<file path="config.mk">
export PLATFORM = sky130hd
export DESIGN_NAME = chip_reset_sequencer
export DESIGN_NICKNAME = d
export VERILOG_FILES = /design/src/rtl/rstseq_pkg.sv /design/src/rtl/rstseq_sync.sv /design/src/rtl/rstseq_count.sv /design/src/rtl/rstseq_ctrl.sv /design/src/rtl/chip_reset_sequencer.sv
export SDC_FILE = /design/constraint.sdc
export NUM_CORES = 1
export LEC_CHECK = 0
export BUFFER_PORTS_ARGS = -buffer_cell sky130_fd_sc_hd__buf_2
export CORE_MARGIN = 3
export CORE_UTILIZATION = 60
export CTS_BUF_LIST = sky130_fd_sc_hd__clkbuf_8
export DETAILED_ROUTE_END_ITERATION = 16
export GPL_ROUTABILITY_DRIVEN = 0
export GPL_TIMING_DRIVEN = 1
export PLACE_DENSITY = 0.85
export RECOVER_POWER = 50
export SYNTH_ARGS = -nofsm -noshare
export SYNTH_HDL_FRONTEND = slang
export SYNTH_SLANG_ARGS = --single-unit
export TNS_END_PERCENT = 5
</file>
<file path="constraint.sdc">
create_clock -name clk -period 6.2 [get_ports clk]
set_input_delay 0.62 -clock clk [delete_from_list [all_inputs] [get_ports clk]]
set_output_delay 0.62 -clock clk [all_outputs]
set_load 0.05 [all_outputs]
</file>
<file path="src/rtl/rstseq_pkg.sv">
package rstseq_pkg;

  typedef enum logic [2:0] {
    ST_POR_HOLD  = 3'd0,
    ST_EXT_HOLD  = 3'd1,
    ST_OSC_START = 3'd2,
    ST_PLL_WAIT  = 3'd3,
    ST_RUN       = 3'd4
  } seqState_t;

  typedef struct packed {
    logic cntClear;
    logic cntInc;
  } cntCtl_t;

endpackage

</file>
<file path="src/rtl/rstseq_sync.sv">
module rstseq_sync #(
  parameter int STAGES = 2
) (
  input  logic clk,
  input  logic clrN,
  output logic syncQ
);
  logic [STAGES-1:0] shiftQ;

  generate
    if (STAGES == 1) begin : g_single
      always_ff @(posedge clk or negedge clrN) begin
        if (!clrN) shiftQ <= '0;
        else       shiftQ <= 1'b1;
      end
    end else begin : g_chain
      always_ff @(posedge clk or negedge clrN) begin
        if (!clrN) shiftQ <= '0;
        else       shiftQ <= {shiftQ[STAGES-2:0], 1'b1};
      end
    end
  endgenerate

  assign syncQ = shiftQ[STAGES-1];
endmodule

</file>
<file path="src/rtl/rstseq_count.sv">
module rstseq_count
  import rstseq_pkg::*;
#(
  parameter int POR_STRETCH = 40,
  parameter int LOCK_W      = 8,
  parameter int CNT_W       = 8
) (
  input  logic              clk,
  input  logic              clrN,
  input  cntCtl_t           cntCtl,
  input  logic [LOCK_W-1:0] lockSettle,
  output logic              porDone,
  output logic              lockDone
);
  logic [CNT_W-1:0] cnt;

  always_ff @(posedge clk or negedge clrN) begin
    if (!clrN)                cnt <= '0;
    else if (cntCtl.cntClear) cnt <= '0;
    else if (cntCtl.cntInc)   cnt <= cnt + 1'b1;
  end

  // stretch ends on the edge that completes POR_STRETCH counted cycles
  assign porDone  = (cnt == CNT_W'(POR_STRETCH - 1));
  // current sample is the (cnt+1)-th consecutive lock-high sample
  assign lockDone = ({1'b0, cnt} + (CNT_W+1)'(1)) >= (CNT_W+1)'(lockSettle);
endmodule

</file>
<file path="src/rtl/rstseq_ctrl.sv">
module rstseq_ctrl
  import rstseq_pkg::*;
(
  input  logic    clk,
  input  logic    porClrN,
  input  logic    porSyncQ,
  input  logic    extSyncQ,
  input  logic    oscReady,
  input  logic    pllLock,
  input  logic    porDone,
  input  logic    lockDone,
  output cntCtl_t cntCtl,
  output logic    inRun,
  output logic    oscOn,
  output logic    pllOn,
  output logic    standbyOn
);
  seqState_t state, nextState;
  logic      holdNow;

  always_ff @(posedge clk or negedge porClrN) begin
    if (!porClrN) state <= ST_POR_HOLD;
    else          state <= nextState;
  end

  always_comb begin
    nextState       = state;
    cntCtl.cntClear = 1'b0;
    cntCtl.cntInc   = 1'b0;
    unique case (state)
      ST_POR_HOLD: begin
        // stretch always completes; pin state only chooses the exit
        if (porSyncQ) begin
          if (porDone) begin
            nextState       = extSyncQ ? ST_OSC_START : ST_EXT_HOLD;
            cntCtl.cntClear = 1'b1;
          end else begin
            cntCtl.cntInc = 1'b1;
          end
        end
      end
      ST_EXT_HOLD: begin
        cntCtl.cntClear = 1'b1;
        if (extSyncQ) nextState = ST_OSC_START;
      end
      ST_OSC_START: begin
        cntCtl.cntClear = 1'b1;
        if (!extSyncQ)     nextState = ST_EXT_HOLD;
        else if (oscReady) nextState = ST_PLL_WAIT;
      end
      ST_PLL_WAIT: begin
        if (!extSyncQ) begin
          nextState       = ST_EXT_HOLD;
          cntCtl.cntClear = 1'b1;
        end else if (!pllLock) begin
          cntCtl.cntClear = 1'b1;
        end else if (lockDone) begin
          nextState       = ST_RUN;
          cntCtl.cntClear = 1'b1;
        end else begin
          cntCtl.cntInc = 1'b1;
        end
      end
      ST_RUN: begin
        cntCtl.cntClear = 1'b1;
        if (!extSyncQ) nextState = ST_EXT_HOLD;
      end
      default: nextState = ST_POR_HOLD;
    endcase
  end

  // either synchronizer output falls asynchronously; gate the phase here
  assign holdNow   = !porSyncQ || !extSyncQ;
  assign oscOn     = !holdNow && (state inside {ST_OSC_START, ST_PLL_WAIT, ST_RUN});
  assign pllOn     = !holdNow && (state inside {ST_PLL_WAIT, ST_RUN});
  assign inRun     = !holdNow && (state == ST_RUN);
  assign standbyOn = !oscOn;

  assert_pll_after_osc_R6: assert property (@(posedge clk) disable iff (!porClrN)
    $rose(pllOn) |-> $past(oscReady));

  assert_release_on_lock_R7: assert property (@(posedge clk) disable iff (!porClrN)
    $rose(inRun) |-> ($past(pllLock) && $past(pllOn)));

  assert_osc_after_sync_R5: assert property (@(posedge clk) disable iff (!porClrN)
    $rose(oscOn) |-> ($past(extSyncQ) && $past(porSyncQ)));
endmodule

</file>
<file path="src/rtl/chip_reset_sequencer.sv">
module chip_reset_sequencer
  import rstseq_pkg::*;
#(
  parameter int POR_STRETCH = 40,
  parameter int LOCK_W      = 8,
  parameter int SYNC_STAGES = 2
) (
  input  logic              clk,
  input  logic              supplyOk,
  input  logic              extRstN,
  input  logic              oscReady,
  input  logic              pllLock,
  input  logic [LOCK_W-1:0] lockSettle,
  output logic              intRstN,
  output logic              xactAbort,
  output logic              cfgClear,
  output logic              phyEnable,
  output logic              phyHiZ,
  output logic              oscEnable,
  output logic              pllEnable,
  output logic              standby
);
  localparam int POR_W = $clog2(POR_STRETCH + 1);
  localparam int CNT_W = (POR_W > LOCK_W) ? POR_W : LOCK_W;

  logic    porSyncQ, extSyncQ, extClrN;
  logic    porDone, lockDone;
  logic    inRun, oscOn, pllOn, standbyOn;
  cntCtl_t cntCtl;

  assign extClrN = supplyOk && extRstN;

  rstseq_sync #(.STAGES(SYNC_STAGES)) u_porSync (
    .clk(clk), .clrN(supplyOk), .syncQ(porSyncQ));

  rstseq_sync #(.STAGES(SYNC_STAGES)) u_extSync (
    .clk(clk), .clrN(extClrN), .syncQ(extSyncQ));

  rstseq_ctrl u_ctrl (
    .clk(clk), .porClrN(supplyOk), .porSyncQ(porSyncQ), .extSyncQ(extSyncQ),
    .oscReady(oscReady), .pllLock(pllLock), .porDone(porDone), .lockDone(lockDone),
    .cntCtl(cntCtl), .inRun(inRun), .oscOn(oscOn), .pllOn(pllOn), .standbyOn(standbyOn));

  rstseq_count #(.POR_STRETCH(POR_STRETCH), .LOCK_W(LOCK_W), .CNT_W(CNT_W)) u_count (
    .clk(clk), .clrN(supplyOk), .cntCtl(cntCtl), .lockSettle(lockSettle),
    .porDone(porDone), .lockDone(lockDone));

  assign intRstN   = inRun;
  assign xactAbort = !inRun;
  assign cfgClear  = !inRun;
  assign phyEnable = inRun;
  assign phyHiZ    = !inRun;
  assign oscEnable = oscOn;
  assign pllEnable = pllOn;
  assign standby   = standbyOn;

  assert_por_hold_R1: assert property (@(posedge clk) disable iff (!extRstN)
    !supplyOk |-> (!intRstN && !oscEnable && !pllEnable && standby));

  assert_pin_quiets_R3: assert property (@(posedge clk) disable iff (!supplyOk)
    !extRstN |-> (!intRstN && phyHiZ && !phyEnable && xactAbort && cfgClear));

  assert_pin_standby_R4: assert property (@(posedge clk) disable iff (!supplyOk)
    !extRstN |-> (standby && !oscEnable && !pllEnable));
endmodule

</file>
After elaboration in Yosys (flattened, before gate mapping) --
Index checks and enable logic that the tools add are counted.
Word-level totals: register bits after elaboration 15, input bits 13, output and inout bits 8, logic and storage cells 59
Operators by class: $add $sub $neg 2, order comparisons 1, eq/ne operators 12, muxes and demuxes 24, reductions and logical operators 16
Operator list (number):
- 3-bit 2-to-1 mux | 9
- 8-bit 2-to-1 mux | 2
- 3-bit case mux with 5 select lines | 1
- 8-bit by 1-bit adder with 9-bit output, second input constant | 1
- 9-bit by 8-bit greater-or-equal comparator with 1-bit output | 1
- 3-bit != test, second input constant | 3
- 8-bit by 1-bit adder with 8-bit output, second input constant | 1
- 8-bit by 6-bit equality test with 1-bit output, second input constant | 1
- 1-bit 2-to-1 mux | 8
- 2-bit != test, second input constant | 4
- 7-bit AND reduction | 1
- 3-bit by 2-bit equality test with 1-bit output, second input constant | 2
- 1-bit logical NOT | 5
- 1-bit logical AND | 4
- 2-bit 2-to-1 mux | 2
- 2-bit nonzero test | 2
- 3-bit by 1-bit equality test with 1-bit output, second input constant | 1
- 3-bit equality test, second input constant | 1
- 3-bit logical NOT | 1
- 1-bit case mux with 3 select lines | 1
- 3-bit nonzero test | 1
- 3-bit OR reduction | 1
- 1-bit case mux with 2 select lines | 1
- 1-bit logical OR | 1

Depth between registers and ports, before layout --
Gate-level depths: netlist of the first run.
depth in word-level cells 8, depth in mapped cells 12, gate-level depth less buffers 12

Cells and area by module --
Synthesis of the first run repeated with hierarchy kept, for this count alone.
Unflattened totals: cells, all modules 124, area, all modules 1086.0 um^2
Modules (own cells, without submodules):
- rstseq_count | instances 1, cells an instance 80, area an instance 681.9 um^2, seq. area each 200.2 um^2
- rstseq_ctrl | instances 1, cells an instance 33, area an instance 264.0 um^2, seq. area each 75.1 um^2
- rstseq_sync | instances 2, cells an instance 3, area an instance 53.8 um^2, seq. area each 50.0 um^2
- chip_reset_sequencer | instances 1, cells an instance 5, area an instance 32.5 um^2, seq. area each 0.0 um^2

Least setup slack after synthesis of the first run --
No wires, ideal clock.
kind reg2out, from reg u_ctrl.state[0], to out phyEnable, data arrival time 2.229 ns, data required time 5.580 ns, setup slack 3.351 ns, stages on the path, launching flop included 7, buffers on the path 2, cell sequence dfrtp_1 buf_2 nor2_1 and2_1 nand3_1 inv_1 buf_4
On the way: longest elaborated chain between the ends 2
RTL lines:
- start, declared | RTL line rstseq_ctrl.sv:18 | seqState_t state, nextState;
- start signal, assigned | RTL line rstseq_ctrl.sv:23 | else state <= nextState;
- 3-bit equality test | RTL line rstseq_ctrl.sv:76 | assign inRun = !holdNow && (state == ST_RUN);
- 1-bit logical AND | RTL line rstseq_ctrl.sv:76
- end, declared | RTL line chip_reset_sequencer.sv:17 | output logic phyEnable,
No other way between the ends.

Worst setup path after layout of the first run --
from reg u_count.cnt[1], to reg u_count.cnt[0]
On the way: longest elaborated chain between the ends 7, elaborated cells on any way between the ends 16, classes of those cells add/sub (1); order compare (1); eq/ne (1); mux (12); reduce/logical (1)
RTL lines:
- start, declared | RTL line rstseq_count.sv:15 | logic [CNT_W-1:0] cnt;
- start signal, assigned | RTL line rstseq_count.sv:20 | else if (cntCtl.cntInc) cnt <= cnt + 1'b1;
- 8-bit by 1-bit adder with 9-bit output | RTL line rstseq_count.sv:26 | assign lockDone = ({1'b0, cnt} + (CNT_W+1)'(1)) >= (CNT_W+1)'(lockSettle);
- 9-bit by 8-bit greater-or-equal comparator with 1-bit output | RTL line rstseq_count.sv:26
- 1-bit 2-to-1 mux | RTL line rstseq_ctrl.sv:57 | end else if (lockDone) begin
- 1-bit 2-to-1 mux | RTL line rstseq_ctrl.sv:55 | end else if (!pllLock) begin
- 1-bit 2-to-1 mux | RTL line rstseq_ctrl.sv:52 | if (!extSyncQ) begin
- 1-bit case mux with 3 select lines / 1-bit case mux with 2 select lines (equally long branches) | RTL line rstseq_ctrl.sv:30 | unique case (state)
- 8-bit 2-to-1 mux / 2-bit nonzero test (equally long branches)
Several ways; a longest one is shown, not always the timed one. A chain may end at the register's enable or synchronous reset.

==> results_dict.tcl, run 1 <==
set metrics [dict create \
    antenna_found_initial 0 \
    cts_max_level 1 \
    core_region_area_um2 1750 \
    combPwrFrac_pct 39.8 \
    synth_area_leaders "dfrtp_1 33%, ha_1 11%, nand2b_1 4.4%" \
    seqCellArea_um2 375 \
    utilization_pct 72.6 \
    final.period_utilization_pct 47.6 \
    synthFlopType "dfrtp_1" \
    ios 21 \
    grt-ovfl-total 0 \
    syn2layout_area_growth_pct 12.3 \
    cp_max_fo 5 \
    drt_iter0_drc 40 \
    required_ns 6.39 \
    fin_skew_ns 0.00126 \
    hpwl_um 2000 \
    outcome "complete, no violations" \
    synth.avg_cell_area_um2 9.03 \
    synth_edf_count 0 \
    p_sw_w 0.000140 \
    cts_buffers 3 \
    die_h_um 49.4 \
    grt_pass1_wl_um 4350 \
    pwr-share-clk_pct 22.6 \
    synth_common_cells "15 x dfrtp_1, 13 x nand2_1, 10 x ha_1, 10 x inv_1, 8 x nand2b_1" \
    antenna_left 0 \
    cell_internal_pwr_w 0.000215 \
    num-nets-final 168 \
    cts-root-buf "clkbuf_8" \
    start_util_pct 64.7 \
    via_per_inst 5.83 \
    yosysMostFrequentCell "dfrtp_1" \
    fill_cells 134 \
    leakagePower_nw 0.698 \
    drive_gt1_share_pct 21.5 \
    diodes 0 \
    first_pass_iters 4 \
    drc 0 \
    track_usage_pct 23.1 \
    synth_async_sr_flop_share_pct 100 \
    synth_top_area_share_pct 33.3 \
    swShare_pct 39.4 \
    yosys_warnings 0 \
    vias 986 \
    rsz0062_at_grt "no" \
    hp-class "in -> async" \
    grt_max_degree 15 \
    cp.arrival_ns 3.14 \
    worst_pin_slew_ns 0.792 \
    power_frac_seq_pct 37.6 \
    wl_per_cell_um 15.3 \
    path_class "reg -> reg" \
    synth_area_um2 1130 \
    fmax_mhz 339 \
    grt_pass1_vias 940 \
    drv_cap 0 \
    clock-sinks 15 \
    fin_total_pwr_w 0.000356 \
    setup_violations 0 \
    wl_um 2580 \
    cts_setup_buffers 0 \
    chipWidth_um 49.4 \
    die_area_um2 2440 \
    drv_slew 0 \
    yosys.cell_types.count 35 \
    clockBufferDepth 2 \
    powerDensity_nw_per_um2 281 \
    fin_crit_ns 2.95 \
    postCtsHoldBufs 0 \
    seq_area_frac_synth_pct 33.3 \
    syn-instance-count 125 \
    clock_latency_ns 0.25 \
    ir_drop_v 0.000234 \
    port_buffers 20 \
    tritoncts "built" \
    tns_ns 0 \
    rows 15 \
    hold_viol_final 0 \
    path_clk_slew_ns 0.06 \
    multi_input_area_um2 679 \
    end_kind "flop" \
    cts_resized 0 \
    cp-start-kind "flop" \
    ys_ff_latch 15 \
    relSlewSlack_pct 47.2 \
    yosysTopAreaCell "dfrtp_1" \
]
==> power by group through the flow <==
| stage | registers, W | clock network, W | logic, W |
|---|---|---|---|
| 2_1_floorplan | 0.000122 | 0 | 0.000122 |
| 3_3_place_gp | 0.000132 | 0 | 0.000135 |
| 3_5_place_dp | 0.000134 | 0 | 0.000141 |
| 4_1_cts | 0.000132 | 0.0000808 | 0.000142 |
| 5_1_grt | 0.000136 | 0.0000844 | 0.000156 |
| 6_report | 0.000134 | 0.0000805 | 0.000141 |
==> cells by family after synthesis <==
group	count (synthesis)	share of synthesized area [%]
compound gates	28	20.7
xor+xnor	3	2.33
buf+inv	16	6.87
mux	2	2.00
flops	15	33.3
fa+ha+maj	10	11.1
simple gates	50	23.4
other cells	1	0.332
==> layout by cell type (no fill, tap or decap), types with 4 or more instances in the layout <==
cell / instances
ha_1: 10
inv_1: 10
nand3_1: 6
buf_2: 18
nand2_1: 13
a22o_1: 4
nor2_1: 6
a21o_1: 6
dfrtp_1: 15
a21oi_1: 6
nand2b_1: 8
==> critical path: stages (launching register included) <==
cell      delay, ns
dfrtp_1        0.45
ha_1           0.19
and3_1         0.21
nand3_1        0.11
or2_2          0.30
nand2_1        0.07
ha_1           0.24
and3_1         0.19
a221oi_1       0.28
nand2_1        0.15
o31ai_2        0.46
mux2_2         0.24
==> flip-flops by register name (all words and copies together) (netlist names) <==
register,count
u_ctrl.state,3
u_porSync.shiftQ,2
u_extSync.shiftQ,2
u_count.cnt,8
==> final timing paths <==
kind | start | slack [ns] | endpoint | cells past startpoint
worst max-delay path | u_count.cnt[1]$_DFFE_PN0P_ | 3.25 | u_count.cnt[0]$_DFFE_PN0P_ | 11
worst min register to register | u_extSync.shiftQ[0]$_DFF_PN0_ | 0.36 | u_extSync.shiftQ[1]$_DFF_PN0_ | 0
min in group clk | u_extSync.shiftQ[0]$_DFF_PN0_ | 0.36 | u_extSync.shiftQ[1]$_DFF_PN0_ | 0
worst max register to register | u_count.cnt[1]$_DFFE_PN0P_ | 3.25 | u_count.cnt[0]$_DFFE_PN0P_ | 11
worst min-delay path | extRstN | 0.27 | u_extSync.shiftQ[0]$_DFF_PN0_ | 2
max in group asynchronous | supplyOk | 5.18 | u_extSync.shiftQ[1]$_DFF_PN0_ | 2
==> routing by layer <==
metal  wire length (um)  GRT usage [%]  vias up
li1                   -              -      472
met1               1020           29.2      452
met2               1310           40.8       53
met3                198           3.67        9
met4                 51           5.53        0
met5                  0              0        -
==> stage by stage <==
| step | setup slack [ns] | hold slack, ns | cells | instance area, um^2 |
|---|---|---|---|---|
| floorplan | 3.35 | 0.324 | 126 | 1130 |
| global placement | 3.43 | 0.334 | 165 | 1220 |
| detailed placement | 3.32 | 0.342 | 165 | 1220 |
| CTS | 3.29 | 0.256 | 169 | 1270 |
| global route | 3.09 | 0.295 | 169 | 1270 |
| finish | 3.25 | 0.270 | 169 | 1270 |
==> layout make-up <==
class	count	share of cell area (%)
timing repair buffer	20	7.70
clock inverter	1	0.395
sequential	15	29.6
multi-input combinational	95	53.6
clock buffer	3	3.26
inverter	10	2.96
tap	25	2.47
Power figures use the tool's default switching activity.
==> run 2, diff against run 1 <==
--- a/config.mk
+++ b/config.mk
@@ -7,12 +7,12 @@
 export LEC_CHECK = 0
 export BUFFER_PORTS_ARGS = -buffer_cell sky130_fd_sc_hd__buf_2
 export CORE_MARGIN = 3
-export CORE_UTILIZATION = 60
+export CORE_UTILIZATION = 57
 export CTS_BUF_LIST = sky130_fd_sc_hd__clkbuf_8
 export DETAILED_ROUTE_END_ITERATION = 16
 export GPL_ROUTABILITY_DRIVEN = 0
 export GPL_TIMING_DRIVEN = 1
-export PLACE_DENSITY = 0.85
+export PLACE_DENSITY = 0.82
 export RECOVER_POWER = 50
 export SYNTH_ARGS = -nofsm -noshare
 export SYNTH_HDL_FRONTEND = slang
==> constraint.sdc (replaced) <==
create_clock -name clk -period 2.8 [get_ports clk]
set_input_delay 0.28 -clock clk [delete_from_list [all_inputs] [get_ports clk]]
set_output_delay 0.28 -clock clk [all_outputs]
set_load 0.05 [all_outputs]
==> results_dict.tcl, run 2 (synthesis results as in run 1) <==
set metrics [dict create \
    antenna_found_initial 0 \
    relSlewSlack_pct 49.8 \
    die_h_um 50.5 \
    regMostFlops "u_count.cnt" \
    post-place-ws_ns 0.000870 \
    stdcell_count 173 \
    drv_slew 0 \
    required_ns 2.98 \
    layout_commonest_cell "buf_2" \
    final.period_utilization_pct 97.1 \
    path_clk_slew_ns 0.06 \
    fin_crit_ns 2.72 \
    grt_pass1_vias 984 \
    slowest_stage "dfrtp_1" \
    port_buffers 20 \
    hpwl_um 1920 \
    cts_buffers 3 \
    largest_reg_flops 8 \
    end_kind "flop" \
    chipWidth_um 50.5 \
    track_usage_pct 22.4 \
    stdcell_area_um2 1370 \
    start_util_pct 62.6 \
    cp_max_fo 5 \
    path_cells "buf_4 > and4_1 > nand2_1 > xnor2_1 > ha_1 > and3_4 > a221oi_4 > nand2_2 > o31a_1 > a21oi_2 > a21o_1" \
    cp.arrival_ns 2.90 \
    drv_cap 0 \
    wl_per_cell_um 15.7 \
    placedInstanceArea_um2 1230 \
    syn2layout_area_growth_pct 21.6 \
    path_class "reg -> reg" \
    fmax_mhz 368 \
    first_pass_iters 4 \
    wl_um 2720 \
    cp-start-kind "flop" \
    clockBufferDepth 2 \
    via_per_inst 5.73 \
    grt_max_degree 15 \
    critPathMaxStageDelay_ns 0.37 \
    setup_violations 0 \
    ff2ff_setup_slack_ns 0.08 \
    ios 21 \
    drt_iter0_drc 39 \
    grt-ovfl-total 0 \
    rows 15 \
    cts-root-buf "clkbuf_8" \
    grt_use_met3_pct 5.34 \
    antenna_left 0 \
    largest_registers "u_count.cnt (8), u_ctrl.state (3)" \
    leakagePower_nw 0.724 \
    tns_ns 0 \
    worst_pin_slew_ns 0.753 \
    clock-sinks 15 \
    hold_viol_final 0 \
    layout_common_cells "19 x buf_2, 15 x dfrtp_1, 12 x nand2_1" \
    drc 0 \
    grt-busiest-layer "met2" \
    ir_drop_v 0.000457 \
    diodes 0 \
    powerDensity_nw_per_um2 587 \
    grtUsageMet1_pct 28.1 \
    num-nets-final 172 \
    fin_total_pwr_w 0.000806 \
    worst_slack_ns 0.0801 \
    met2_usage_pct 36.5 \
    tritoncts "built" \
    grt_pass1_wl_um 4350 \
    placed_cells 166 \
    die_area_um2 2550 \
    vias 992 \
    cts_max_level 1 \
    drive_gt1_share_pct 29.1 \
    clock_latency_ns 0.24 \
    outcome "complete, no violations" \
    hp-class "reg -> reg" \
    core_region_area_um2 1800 \
    fin_skew_ns 0.00710 \
]
run 2: changes by cell type in the layout (fill, tap and decap cells not counted), moves of 2 or more:
cell	delta
and3_4	+2
dlygate4sd3_1	+2
and3_1	-2
a21oi_1	-4
buf_4	+2
a21oi_2	+4
run 2: power breakdown:
group | total, W | switching (W) | internal, W
clock network | 0.000167 | 0.0000699 | 0.0000968
logic | 0.000351 | 0.000198 | 0.000152
registers | 0.000288 | 0.0000436 | 0.000244
run 2: layout make-up:
cell class	instances	area, um^2
clock buffers	3	41.3
clock inverters	1	3.75
fillers	154	429
inverters	10	37.5
multi-input cells	95	749
flip-flops and latches	15	375
well taps	25	31.3
repair buffers	24	134
run 2: path summary, 6_finish.rpt:
kind / start / endpoint / depth (start not counted)
worst min register to register: u_porSync.shiftQ[0]$_DFF_PN0_ / u_porSync.shiftQ[1]$_DFF_PN0_ / 0
worst max register to register: u_count.cnt[0]$_DFFE_PN0P_ / u_count.cnt[6]$_DFFE_PN0P_ / 11
worst max-delay path: u_count.cnt[0]$_DFFE_PN0P_ / u_count.cnt[6]$_DFFE_PN0P_ / 11
max in group asynchronous: supplyOk / u_extSync.shiftQ[1]$_DFF_PN0_ / 3
worst min-delay path: u_porSync.shiftQ[0]$_DFF_PN0_ / u_porSync.shiftQ[1]$_DFF_PN0_ / 0
min in group asynchronous: extRstN / u_extSync.shiftQ[0]$_DFF_PN0_ / 3
run 2: worst max-delay path: cells and delay by family (launching register included):
kind | cells | cell delay [ns]
DFF | 1 | 0.37
and+or+nand+nor | 4 | 0.66
buffers and inverters | 1 | 0.14
AOI/OAI and AO/OA | 4 | 0.89
xor gates and xnor gates | 1 | 0.26
adders and majority gates | 1 | 0.34
run 2: metal layers:
metal	part of all wire, %	wire length, um
met5	0	0
met3	5.8	159
met4	1.9	53
met1	42	1150
met2	50	1360
run 2: timing repair:
item,in CTS,in global routing
setup buffers,0,1
pin swaps,0,4
hold buffers,2,0
gates resized for setup,2,13
hold endpoints to repair,15,0
endpoints found under the setup margin,3,11
run 2: metrics by stage:
stage | utilization (%) | hold slack, ns
after floorplan | - | -0.0156
after global placement | 68.3 | 0.170
after detailed placement | 68.3 | 0.176
after CTS | 72.2 | 0.347
after global routing | 76.2 | 0.369
final | 76.2 | 0.346
==> run 3, diff against run 2 <==
--- a/config.mk
+++ b/config.mk
@@ -6,7 +6,7 @@
 export NUM_CORES = 1
 export LEC_CHECK = 0
 export BUFFER_PORTS_ARGS = -buffer_cell sky130_fd_sc_hd__buf_2
-export CORE_MARGIN = 3
+export CORE_MARGIN = 2
 export CORE_UTILIZATION = 57
 export CTS_BUF_LIST = sky130_fd_sc_hd__clkbuf_8
 export DETAILED_ROUTE_END_ITERATION = 16
==> results_dict.tcl, run 3 (synthesis results as in run 1) <==
set metrics [dict create \
    stdcell_count 176 \
    start_util_pct 58.7 \
    critPathMaxStageDelay_ns 0.46 \
    fin_total_pwr_w 0.000822 \
    core_region_area_um2 1920 \
    post-place-ws_ns 0.0258 \
    p_sw_w 0.000320 \
    die_area_um2 2350 \
    drive_gt1_share_pct 26.2 \
    layout_commonest_cell "buf_2" \
    drv_slew 0 \
    whs_path_depth 0 \
    worst_pin_slew_ns 0.733 \
    cts_buffers 3 \
    worst_slack_ns 0.0988 \
    grt-ovfl-total 0 \
    slowest_stage "dfrtp_1" \
    cp.arrival_ns 2.90 \
    end_kind "flop" \
    hpwl_um 1790 \
    num-nets-final 173 \
    drc 0 \
    via_per_inst 5.63 \
    placed_cells 168 \
    clockBufferDepth 2 \
    pwr-share-clk_pct 21.9 \
    outcome "complete, no violations" \
    vias 990 \
    path_clk_slew_ns 0.06 \
    first_pass_iters 4 \
    hold_viol_final 0 \
    cp-start-kind "flop" \
    swShare_pct 39.0 \
    rr_worst_depth 11 \
    powerDensity_nw_per_um2 613 \
    cts_max_level 1 \
    hold_end "u_porSync.shiftQ[1]$_DFF_PN0_" \
    rsz0062_at_grt "yes" \
    tritoncts "built" \
    ff2ff_setup_slack_ns 0.1 \
    syn2layout_area_growth_pct 18.7 \
    cp_max_fo 7 \
    rows 16 \
    clock_latency_ns 0.25 \
    hp-class "reg -> reg" \
    drt_iter0_drc 18 \
    fin_crit_ns 2.70 \
    stdcell_area_um2 1340 \
    setup_violations 0 \
    cell_internal_pwr_w 0.000501 \
    die_h_um 48.5 \
    regMostFlops "u_count.cnt" \
    path_class "reg -> reg" \
    largest_reg_flops 8 \
    grt_pass1_vias 966 \
    track_usage_pct 22.3 \
    clock-sinks 15 \
    drv_cap 0 \
    layout_common_cells "19 x buf_2, 15 x dfrtp_1, 12 x nand2_1" \
    whs_ns 0.351 \
    startpoint "u_count.cnt[2]$_DFFE_PN0P_" \
    leakagePower_nw 0.729 \
    grt_pass1_wl_um 4110 \
    combPwrFrac_pct 43.3 \
    chipWidth_um 48.5 \
    ios 21 \
    fin_skew_ns 0.00234 \
    final.period_utilization_pct 96.5 \
    wl_per_cell_um 13.7 \
    ir_drop_v 0.000468 \
    wl_um 2410 \
    largest_registers "u_count.cnt (8), u_ctrl.state (3)" \
    diodes 0 \
    port_buffers 20 \
    fmax_mhz 370 \
    power_frac_seq_pct 34.8 \
    antenna_left 0 \
    cts-root-buf "clkbuf_8" \
    antenna_found_initial 0 \
    min_from "u_porSync.shiftQ[0]$_DFF_PN0_" \
    required_ns 2.99 \
    r2r_start "u_count.cnt[2]$_DFFE_PN0P_" \
    relSlewSlack_pct 51.1 \
    placedInstanceArea_um2 1230 \
    grt_max_degree 15 \
    timing.rr.end "u_count.cnt[6]$_DFFE_PN0P_" \
    path_cells "and3_4 > nand3_1 > or2_2 > nand2_1 > ha_1 > and3_1 > a221oi_2 > nand2_2 > o31a_1 > a21oi_1 > a21o_1" \
]
-- run 3: area by class of cell --
| cell class | count | area (um^2) |
|---|---|---|
| Multi-Input combinational cell | 95 | 706 |
| Inverter | 10 | 37.5 |
| Timing Repair Buffer | 25 | 141 |
| Fill cell | 169 | 582 |
| Clock buffer | 3 | 41.3 |
| Sequential cell | 15 | 375 |
| Clock inverter | 1 | 5.00 |
| Tap cell | 27 | 33.8 |
-- run 3: power by group through the flow --
stage	clock network, W	logic [W]	registers [W]
2_1_floorplan	0	0.000269	0.000269
3_3_place_gp	0	0.000311	0.000287
3_5_place_dp	0	0.000326	0.000290
4_1_cts	0.000179	0.000331	0.000286
5_1_grt	0.000186	0.000397	0.000291
6_report	0.000180	0.000356	0.000286
-- run 3: through the flow --
stage,setup TNS [ns],util [%]
floorplan,0,-
global placement,0,64.2
detailed placement,0,64.2
CTS,0,67.6
global route,-0.0921,69.7
finish,0,69.7
-- run 3: worst max-delay path by stage --
stage / end / slack (ns) / cells past startpoint
final: u_count.cnt[6]$_DFFE_PN0P_ / 0.1 / 11
after floorplan: u_count.cnt[0]$_DFFE_PN0P_ / 0.27 / 11
after CTS: u_ctrl.state[2]$_DFFE_PN0P_ / 0.02 / 12
after global placement: u_ctrl.state[2]$_DFFE_PN0P_ / 0.12 / 12
after detailed placement: u_ctrl.state[2]$_DFFE_PN0P_ / 0.03 / 12
after global routing: u_count.cnt[4]$_DFFE_PN0P_ / -0.03 / 12
-- run 3: critical path, delay by kind of cell (launching register included) --
kind,cells,cell delay [ns]
compound gates,4,0.89
fa+ha+maj,1,0.23
flops,1,0.46
simple gates,6,1.05
-- run 3: timing repair --
action,in CTS,in global routing
endpoints found under the setup margin,0,11
gates resized for setup,0,6
hold buffers,2,0
setup buffers,0,2
hold endpoints to repair,15,0
-- run 3: layer usage --
layer | global-route usage (%) | wire length (um) | share of wire [%] | vias up
met5 | 0 | 0 | 0 | -
met4 | 12.4 | 57 | 2.4 | 0
met3 | 2.78 | 119 | 4.9 | 7
met2 | 35.9 | 1160 | 48 | 34
met1 | 29.2 | 1070 | 45 | 465
li1 | - | - | - | 484
